**src/rtl/frame_recirc_pkg.sv**
```systemverilog
package frame_recirc_pkg;
  localparam int LIN_BITS = 8;
  localparam int CMP_BITS = 5;

  typedef enum logic [1:0] {
    RATE_FIVE   = 2'b00,
    RATE_FOUR_A = 2'b01,
    RATE_FOUR_B = 2'b10,
    RATE_FOUR_C = 2'b11
  } rate_e;
endpackage

```
**src/rtl/frame_edge_sense.sv**
```systemverilog
module frame_edge_sense #(
  parameter int N = 3
) (
  input  logic         clk,
  input  logic         rst_n,
  input  logic [N-1:0] sig_i,
  output logic [N-1:0] lvl_o,
  output logic [N-1:0] rise_o,
  output logic [N-1:0] fall_o
);
  logic [N-1:0] smp_q;
  logic [N-1:0] prv_q;

  generate
    for (genvar g = 0; g < N; g++) begin : g_bit
      always_ff @(posedge clk or negedge rst_n) begin
        if (!rst_n) begin
          smp_q[g] <= 1'b0;
          prv_q[g] <= 1'b0;
        end else begin
          smp_q[g] <= sig_i[g];
          prv_q[g] <= smp_q[g];
        end
      end
      assign lvl_o[g]  = smp_q[g];
      assign rise_o[g] = smp_q[g] & ~prv_q[g];
      assign fall_o[g] = ~smp_q[g] & prv_q[g];
    end
  endgenerate
endmodule

```
**src/rtl/frame_recirc_lane.sv**
```systemverilog
module frame_recirc_lane #(
  parameter int W  = 8,
  localparam int IW = $clog2(W + 1)
) (
  input  logic          clk,
  input  logic          rst_n,
  input  logic          load_i,
  input  logic [W-1:0]  word_i,
  input  logic [IW-1:0] len_i,
  input  logic          frm_hi_i,
  input  logic          frm_rise_i,
  input  logic          bclk_rise_i,
  output logic          sd_o,
  output logic [W-1:0]  word_o,
  output logic [IW-1:0] idx_o,
  output logic [IW-1:0] len_o
);
  logic [W-1:0]  word_q;
  logic [IW-1:0] len_q;
  logic [IW-1:0] idx_q;
  logic [IW-1:0] idx_nxt;
  logic [IW-1:0] pos;
  logic          step;
  logic          upd;
  logic          sd_q;

  assign step = bclk_rise_i & frm_hi_i;
  assign upd  = frm_rise_i | step;

  always_comb begin
    idx_nxt = idx_q;
    if (frm_rise_i)
      idx_nxt = '0;
    else if (step)
      idx_nxt = (idx_q == len_q - IW'(1)) ? '0 : idx_q + IW'(1);
  end

  assign pos = len_q - IW'(1) - idx_nxt;

  always_ff @(posedge clk or negedge rst_n) begin
    if (!rst_n) begin
      word_q <= '0;
      len_q  <= IW'(W);
      idx_q  <= '0;
      sd_q   <= 1'b0;
    end else begin
      if (load_i) begin
        word_q <= word_i;
        len_q  <= len_i;
      end
      if (upd) begin
        idx_q <= idx_nxt;
        sd_q  <= word_q[pos];
      end
    end
  end

  assign sd_o   = sd_q;
  assign word_o = word_q;
  assign idx_o  = idx_q;
  assign len_o  = len_q;
endmodule

```
**src/rtl/frame_recirc_shifter.sv**
```systemverilog
module frame_recirc_shifter
  import frame_recirc_pkg::*;
#(
  parameter int LIN_W = LIN_BITS,
  parameter int CMP_W = CMP_BITS
) (
  input  logic             clk,
  input  logic             rst_n,
  input  logic             frame_i,
  input  logic             lin_bclk_i,
  input  logic             cmp_bclk_i,
  input  logic [1:0]       rate_i,
  input  logic             load_vld_i,
  input  logic [LIN_W-1:0] lin_word_i,
  input  logic [CMP_W-1:0] cmp_word_i,
  output logic             lin_sd_o,
  output logic             cmp_sd_o
);
  localparam int LIW = $clog2(LIN_W + 1);
  localparam int CIW = $clog2(CMP_W + 1);

  logic [2:0] lvl, rise, fall;
  logic       frm_lvl, frm_rise, frm_fall, lin_rise, cmp_rise, ld;
  logic [LIN_W-1:0] lin_word;
  logic [CMP_W-1:0] cmp_word;
  logic [LIW-1:0]   lin_idx, lin_len;
  logic [CIW-1:0]   cmp_idx, cmp_len, cmp_len_in;

  frame_edge_sense #(.N(3)) u_sense (
    .clk    (clk),
    .rst_n  (rst_n),
    .sig_i  ({cmp_bclk_i, lin_bclk_i, frame_i}),
    .lvl_o  (lvl),
    .rise_o (rise),
    .fall_o (fall)
  );

  assign frm_lvl  = lvl[0];
  assign frm_rise = rise[0];
  assign frm_fall = fall[0];
  assign lin_rise = rise[1];
  assign cmp_rise = rise[2];
  assign ld       = frm_fall & load_vld_i;

  assign cmp_len_in = (rate_e'(rate_i) == RATE_FIVE) ? CIW'(CMP_W) : CIW'(CMP_W - 1);

  frame_recirc_lane #(.W(LIN_W)) u_lin (
    .clk         (clk),
    .rst_n       (rst_n),
    .load_i      (ld),
    .word_i      (lin_word_i),
    .len_i       (LIW'(LIN_W)),
    .frm_hi_i    (frm_lvl),
    .frm_rise_i  (frm_rise),
    .bclk_rise_i (lin_rise),
    .sd_o        (lin_sd_o),
    .word_o      (lin_word),
    .idx_o       (lin_idx),
    .len_o       (lin_len)
  );

  frame_recirc_lane #(.W(CMP_W)) u_cmp (
    .clk         (clk),
    .rst_n       (rst_n),
    .load_i      (ld),
    .word_i      (cmp_word_i),
    .len_i       (cmp_len_in),
    .frm_hi_i    (frm_lvl),
    .frm_rise_i  (frm_rise),
    .bclk_rise_i (cmp_rise),
    .sd_o        (cmp_sd_o),
    .word_o      (cmp_word),
    .idx_o       (cmp_idx),
    .len_o       (cmp_len)
  );
endmodule

```
**config.mk**
```make
export PLATFORM = sky130hd
export DESIGN_NAME = frame_recirc_shifter
export DESIGN_NICKNAME = d
export VERILOG_FILES = /design/src/rtl/frame_recirc_pkg.sv /design/src/rtl/frame_edge_sense.sv /design/src/rtl/frame_recirc_lane.sv /design/src/rtl/frame_recirc_shifter.sv
export SDC_FILE = /design/constraint.sdc
export NUM_CORES = 1
export LEC_CHECK = 0
export BUFFER_PORTS_ARGS = -buffer_cell sky130_fd_sc_hd__buf_2
export CAP_MARGIN = 5
export CELL_PAD_IN_SITES_DETAIL_PLACEMENT = 1
export CELL_PAD_IN_SITES_GLOBAL_PLACEMENT = 2
export CORE_UTILIZATION = 33
export CTS_CLUSTER_SIZE = 28
export DETAILED_ROUTE_END_ITERATION = 10
export HOLD_SLACK_MARGIN = 0.15
export PLACE_DENSITY = 0.69
export SYNTH_ARGS = -nofsm -noshare
export SYNTH_HDL_FRONTEND = slang
export SYNTH_SLANG_ARGS = --single-unit
export TNS_END_PERCENT = 100
```
**constraint.sdc**
```tcl
create_clock -name clk -period 2.6 [get_ports clk]
set_input_delay 0.26 -clock clk [delete_from_list [all_inputs] [get_ports clk]]
set_output_delay 0.26 -clock clk [all_outputs]
set_load 0.01 [all_outputs]
```
==> flow_summary.json, run 1 <==
{
  "met1_usage": 0.205,
  "synth_seq_cells": 29,
  "period_needed_ps": 2580,
  "synth-edff-count": 0,
  "fin_nets": 177,
  "synth_area_leaders": "dfrtp_1 (50%), mux2_2 (13%), ha_1 (2.7%)",
  "grt_pass1_vias": 1027,
  "yosysMostFrequentCell": "dfrtp_1",
  "drt-initial-drc-count": 33,
  "grt-busiest-layer": "met2",
  "cp.required_ps": 2760,
  "maxCapViolations": 0,
  "gp_congestion": 0.785,
  "finalMaxSlewViolations": 0,
  "ys_seq_area_frac": 0.522,
  "hp-class": "input port to flip-flop",
  "power_density_mw_per_mm2": 708,
  "worst_path_max_delay_cell": "fa_1",
  "ys_top_cells_by_count": "dfrtp_1 (28), mux2_2 (16), nand2_1 (8)",
  "clk_pin_slew_ps": 70,
  "combinationalPowerShare": 0.204,
  "overflow": 0,
  "die_w_um": 66.9,
  "drive_gt1_frac": 0.477,
  "ys.warnings.count": 0,
  "hold_viol_final": 0,
  "nFillCells": 449,
  "synth_cells": 108,
  "grt_setup_unrepaired": "true",
  "synth_top_area_share": 0.504,
  "first_pass_iters": 4,
  "sw_frac_of_total": 0.253,
  "yosys.area_share.simple": 0.0845,
  "fp.dieH_um": 66.9,
  "crit_chain": "and3b_2, buf_4, a32o_1, fa_1, mux4_2, mux2_4, mux2_4",
  "cts_sinks": 29,
  "arrival_ps": 2740,
  "run_status": "completed",
  "muxShareOfSynthArea": 0.175,
  "total_leakage_power_nw": 0.859,
  "relSlewSlack": 0.513,
  "synth_flop_cell": "dfrtp_1",
  "fin_util": 0.463,
  "yosys.cell_types.count": 32,
  "use_met2": 0.255,
  "hold-worst-slack_ps": 214,
  "fin_skew_ps": 4.75,
  "synth-compound-area-share": 0.130,
  "synth_top_family_by_area": "multiplexers",
  "grt_use_total": 0.160,
  "synth_top_area_cell": "dfrtp_1",
  "crit_fanout": 4,
  "setup_viol": 0,
  "ant_nets": 0,
  "start_util": 0.345,
  "grt_max_degree": 30,
  "ir_drop_v": 0.000350,
  "syn_to_final_growth_pct": 34.0,
  "avgSynthCellArea_um2": 12.9,
  "timing.fmax_mhz": 388,
  "synth_fa_ha_area_frac": 0.0414,
  "cts_root_buf": "clkbuf_8",
  "seqPwrFrac": 0.424,
  "io_buffer_count": 22,
  "pwr-share-clk": 0.371,
  "ctsLongestPathBuffers": 2,
  "avgRoutedWirePerCell_um": 15.2,
  "cell_internal_pwr_w": 0.000985,
  "start_kind": "flip-flop",
  "clkLatencyLatePin_ps": 270,
  "multi_input_area_um2": 674,
  "synth-xor-area-share": 0.0189,
  "p_sw_w": 0.000334,
  "use_met3": 0.0599,
  "core-area_mm2": 0.00403,
  "netlist_area_mm2": 0.00139,
  "critPathCaptureType": "flip-flop",
  "dieArea_mm2": 0.00448,
  "viasPerCell": 4.85,
  "vias": 984,
  "worst-setup-path-type": "flip-flop to flip-flop",
  "htreeDepth": 2,
  "drt_wl_total_mm": 3.10,
  "path_common_cell": "mux2_4",
  "diodes": 0,
  "worst_pin_slew_ps": 729,
  "dp_hpwl_mm": 2.17,
  "crit_path_max_incr_delay_ps": 520,
  "ios": 23,
  "post-route-period-util": 0.991,
  "async_flop_share": 1.00,
  "antenna_found_initial": 0,
  "syn_nets": 133,
  "cts_tree": "yes",
  "numCtsBuffers": 5,
  "drc": 0,
  "grt_pass1_wl_mm": 5.12,
  "rows": 23,
  "seq_area_um2": 728
}
## per-layer routing
metal,part of all wire,wire length [um]
met3,0.043,134
met4,0.0032,10
met1,0.45,1410
met2,0.50,1550
met5,0,0
## layout by cell type, fill, tap and decap left out, drive strengths merged, types with 2 or more instances in the layout
cell type | Yosys | final
xnor2 | 2 | 2
mux2 | 17 | 17
nor2 | 3 | 3
buf | 1 | 33
mux2i | 3 | 3
clkbuf | 1 | 6
nand3b | 2 | 2
o21ai | 4 | 4
a32o | 2 | 2
nand2 | 8 | 8
dlygate4sd3 | 0 | 6
nor2b | 3 | 3
o31ai | 3 | 3
and3 | 2 | 2
dfrtp | 28 | 28
o211ai | 5 | 5
inv | 7 | 7
ha | 3 | 3
## area by class of cell
class | count | area share
Inverter | 7 | 0.0141
Tap cell | 50 | 0.0336
Multi-Input combinational cell | 70 | 0.362
Clock buffer | 6 | 0.0443
Sequential cell | 29 | 0.391
Clock inverter | 2 | 0.0201
Timing Repair Buffer | 39 | 0.136
## critical path: cells and delay by family (launching register included)
| family | cells | cell delay (ps) |
|---|---|---|
| compound gates | 1 | 270 |
| mux | 3 | 860 |
| simple gates | 1 | 250 |
| fa+ha+maj | 1 | 520 |
| flops | 1 | 390 |
| buf+inv | 1 | 160 |
## worst paths after layout
| kind | from | end | slack [ps] | depth (start not counted) |
|---|---|---|---|---|
| worst min-delay path | lin_word_i[6] | u_lin.word_o[6] | 210 | 2 |
| worst max-delay path | u_sense.lvl_o[2] | u_cmp.sd_o | 20 | 7 |
| max in group asynchronous | rst_n | u_cmp.idx_o[0] | 1590 | 2 |
| worst max register to register | u_sense.lvl_o[2] | u_cmp.sd_o | 20 | 7 |
| min in group asynchronous | rst_n | u_sense.prv_q[1] | 550 | 2 |
| worst min register to register | u_sense.lvl_o[2] | u_sense.prv_q[2] | 400 | 0 |
## metrics by stage
stage	worst slack, ps	power [W]	TNS, ps	area (um2)	instances
after floorplan	22.9	0.000715	0	1390	108
final	24.3	0.00132	0	1860	203
after CTS	4.85	0.00131	0	1790	198
after detailed placement	11.9	0.000801	0	1600	184
after global placement	90.6	0.000787	0	1600	184
after global routing	-39.5	0.00140	-39.5	1860	203
## cells by family (layout without fill, tap and decap cells)
family | Yosys count | in the layout
fa+ha+maj | 4 | 4
xor+xnor | 3 | 3
buf+inv | 9 | 54
mux | 21 | 21
simple gates | 22 | 22
compound gates | 20 | 20
flops | 29 | 29
## flip-flops by register name (all words and copies together), names as in the netlist
register and cells:
u_sense.prv_q 3, u_sense.lvl_o 3, u_cmp.sd_o 1, u_lin.idx_o 4, u_cmp.len_o 1, u_lin.word_o 8
u_cmp.idx_o 3, u_lin.sd_o 1, u_cmp.word_o 5
## power by group through the flow
stage	Sequential, W	Combinational (W)	Clock [W]
3_5_place_dp	0.000567	0.000234	0
6_report	0.000560	0.000270	0.000490
4_1_cts	0.000559	0.000246	0.000508
5_1_grt	0.000568	0.000300	0.000533
3_3_place_gp	0.000564	0.000223	0
2_1_floorplan	0.000566	0.000149	0
## what timing repair did
action                                  CTS  global route
setup buffers                             0             5
hold endpoints to repair                 32             0
resized for setup                         2            11
hold buffers                              6             0
cloned                                    0             0
pin swaps                                 1             6
endpoints found under the setup margin    1             1
Power figures use the tool's default switching activity.
==> run 2: changes to the inputs <==
- PLACE_DENSITY: 0.69 -> unset
- PLACE_DENSITY_LB_ADDON: unset -> 0.15
==> run 2 against run 1 <==
Clock power about the same. Via count fell by 0.91%. Setup slack better by 4.9 ps. Clock skew is 1.6 ps higher. Utilization decreased by 0.65 points. Wire length down 4.0%. Final cell count decreased by 0.99%. Global-route usage decreased by 0.67 points. Largest power group unchanged. Highest routed layer unchanged.
==> flow_summary.json, run 2 (same netlist as run 1, synthesis figures left out) <==
{
  "grt_use_total": 0.153,
  "grt_pass1_wl_mm": 4.86,
  "crit_chain": "and3b_2, nor2_4, nand2_2, o31ai_4, ha_2, fa_1, mux4_2, mux2_4, mux2_2",
  "period_needed_ps": 2570,
  "cts_tree": "yes",
  "start_kind": "flip-flop",
  "grt_setup_unrepaired": "true",
  "first_pass_iters": 3,
  "avgRoutedWirePerCell_um": 14.8,
  "fin_util": 0.456,
  "dieArea_mm2": 0.00448,
  "post-route-period-util": 0.989,
  "vias": 975,
  "syn_to_final_growth_pct": 32.1,
  "gp_congestion": 0.713,
  "drt-initial-drc-count": 20,
  "finalPower_w": 0.00130,
  "run_status": "completed",
  "crit_fanout": 4,
  "place_area_mm2": 0.00160,
  "ant_nets": 0,
  "clkLatencyLatePin_ps": 280,
  "final_common_cell": "dfrtp_1",
  "path_buf_inv": 0,
  "setup_viol": 0,
  "cpLargestDelayFamily": "multiplexers",
  "clk_pin_slew_ps": 70,
  "finalMaxSlewViolations": 0,
  "power_density_mw_per_mm2": 709,
  "nFillCells": 439,
  "worst_path_max_delay_cell": "fa_1",
  "ir_drop_v": 0.000308,
  "maxCapViolations": 0,
  "viasPerCell": 4.85,
  "fin_skew_ps": 6.39,
  "drt_wl_total_mm": 2.97,
  "cp.required_ps": 2770,
  "hold-worst-slack_ps": 207,
  "ctsLongestPathBuffers": 2,
  "arrival_ps": 2740,
  "cts_sinks": 29,
  "final.setup.tns_ps": 0,
  "drc": 0,
  "hp-class": "input port to flip-flop",
  "diodes": 0,
  "cts_root_buf": "clkbuf_8",
  "relSlewSlack": 0.523,
  "antenna_found_initial": 0,
  "die_w_um": 66.9,
  "numCtsBuffers": 5,
  "io_buffer_count": 22,
  "total_leakage_power_nw": 0.846,
  "dp_hpwl_mm": 2.09,
  "drive_gt1_frac": 0.457,
  "timing.fmax_mhz": 389,
  "grt_max_degree": 30,
  "core-area_mm2": 0.00403,
  "rows": 23,
  "htreeDepth": 2,
  "start_util": 0.345,
  "final_area_mm2": 0.00184,
  "fp.dieH_um": 66.9,
  "fin_nets": 175,
  "critPathCaptureType": "flip-flop",
  "overflow": 0,
  "worst_pin_slew_ps": 713,
  "hold_viol_final": 0,
  "worst-setup-path-type": "flip-flop to flip-flop",
  "crit_path_max_incr_delay_ps": 440,
  "mostFrequentLayoutCells": "dfrtp_1 (27), buf_2 (22), mux2_2 (16)",
  "ios": 23,
  "grt_pass1_vias": 1035,
  "largest_reg_flops": 8
}
==> run 2: power breakdown <==
| group | switching, W | internal [W] |
|---|---|---|
| logic | 0.000111 | 0.000144 |
| clock network | 0.000178 | 0.000311 |
| registers | 0.0000400 | 0.000519 |
==> run 2: worst paths after layout <==
kind	startpoint	to	slack [ps]	depth (start not counted)
max in group asynchronous	rst_n	u_cmp.idx_o[0]	1570	2
worst max-delay path	u_sense.lvl_o[0]	u_cmp.sd_o	30	9
min in group asynchronous	rst_n	u_lin.word_o[3]	550	2
worst max register to register	u_sense.lvl_o[0]	u_cmp.sd_o	30	9
worst min register to register	u_sense.lvl_o[2]	u_sense.prv_q[2]	380	0
worst min-delay path	lin_word_i[1]	u_lin.word_o[1]	210	2
==> run 2: through the flow <==
| step | instances | worst slack (ps) |
|---|---|---|
| after floorplan | 108 | 22.9 |
| after global placement | 184 | 24.6 |
| after detailed placement | 184 | -84.6 |
| after CTS | 200 | 3.29 |
| after global routing | 201 | -70.4 |
| final | 201 | 29.3 |
==> run 2: layout make-up <==
type | instances | area [um2] | share of cell area
clock buffer | 6 | 82.6 | 0.0449
sequential | 29 | 728 | 0.396
clock inverter | 2 | 37.5 | 0.0204
inverter | 7 | 26.3 | 0.0143
timing repair buffer | 37 | 238 | 0.129
multi-input combinational | 70 | 663 | 0.361
tap | 50 | 62.6 | 0.0340
==> run 2: repair_timing <==
action,CTS,global route
pin swaps,5,5
setup endpoints to repair,1,1
hold buffers,6,0
gates resized for setup,7,3
hold endpoints to repair,32,0
setup buffers,2,1
==> run 2: routing by layer <==
| metal | track usage | up-vias | part of all wire |
|---|---|---|---|
| li1 | - | 471 | - |
| met1 | 0.182 | 477 | 0.46 |
| met2 | 0.250 | 20 | 0.48 |
| met3 | 0.0462 | 7 | 0.042 |
| met4 | 0.0718 | 0 | 0.018 |
| met5 | 0 | - | 0 |
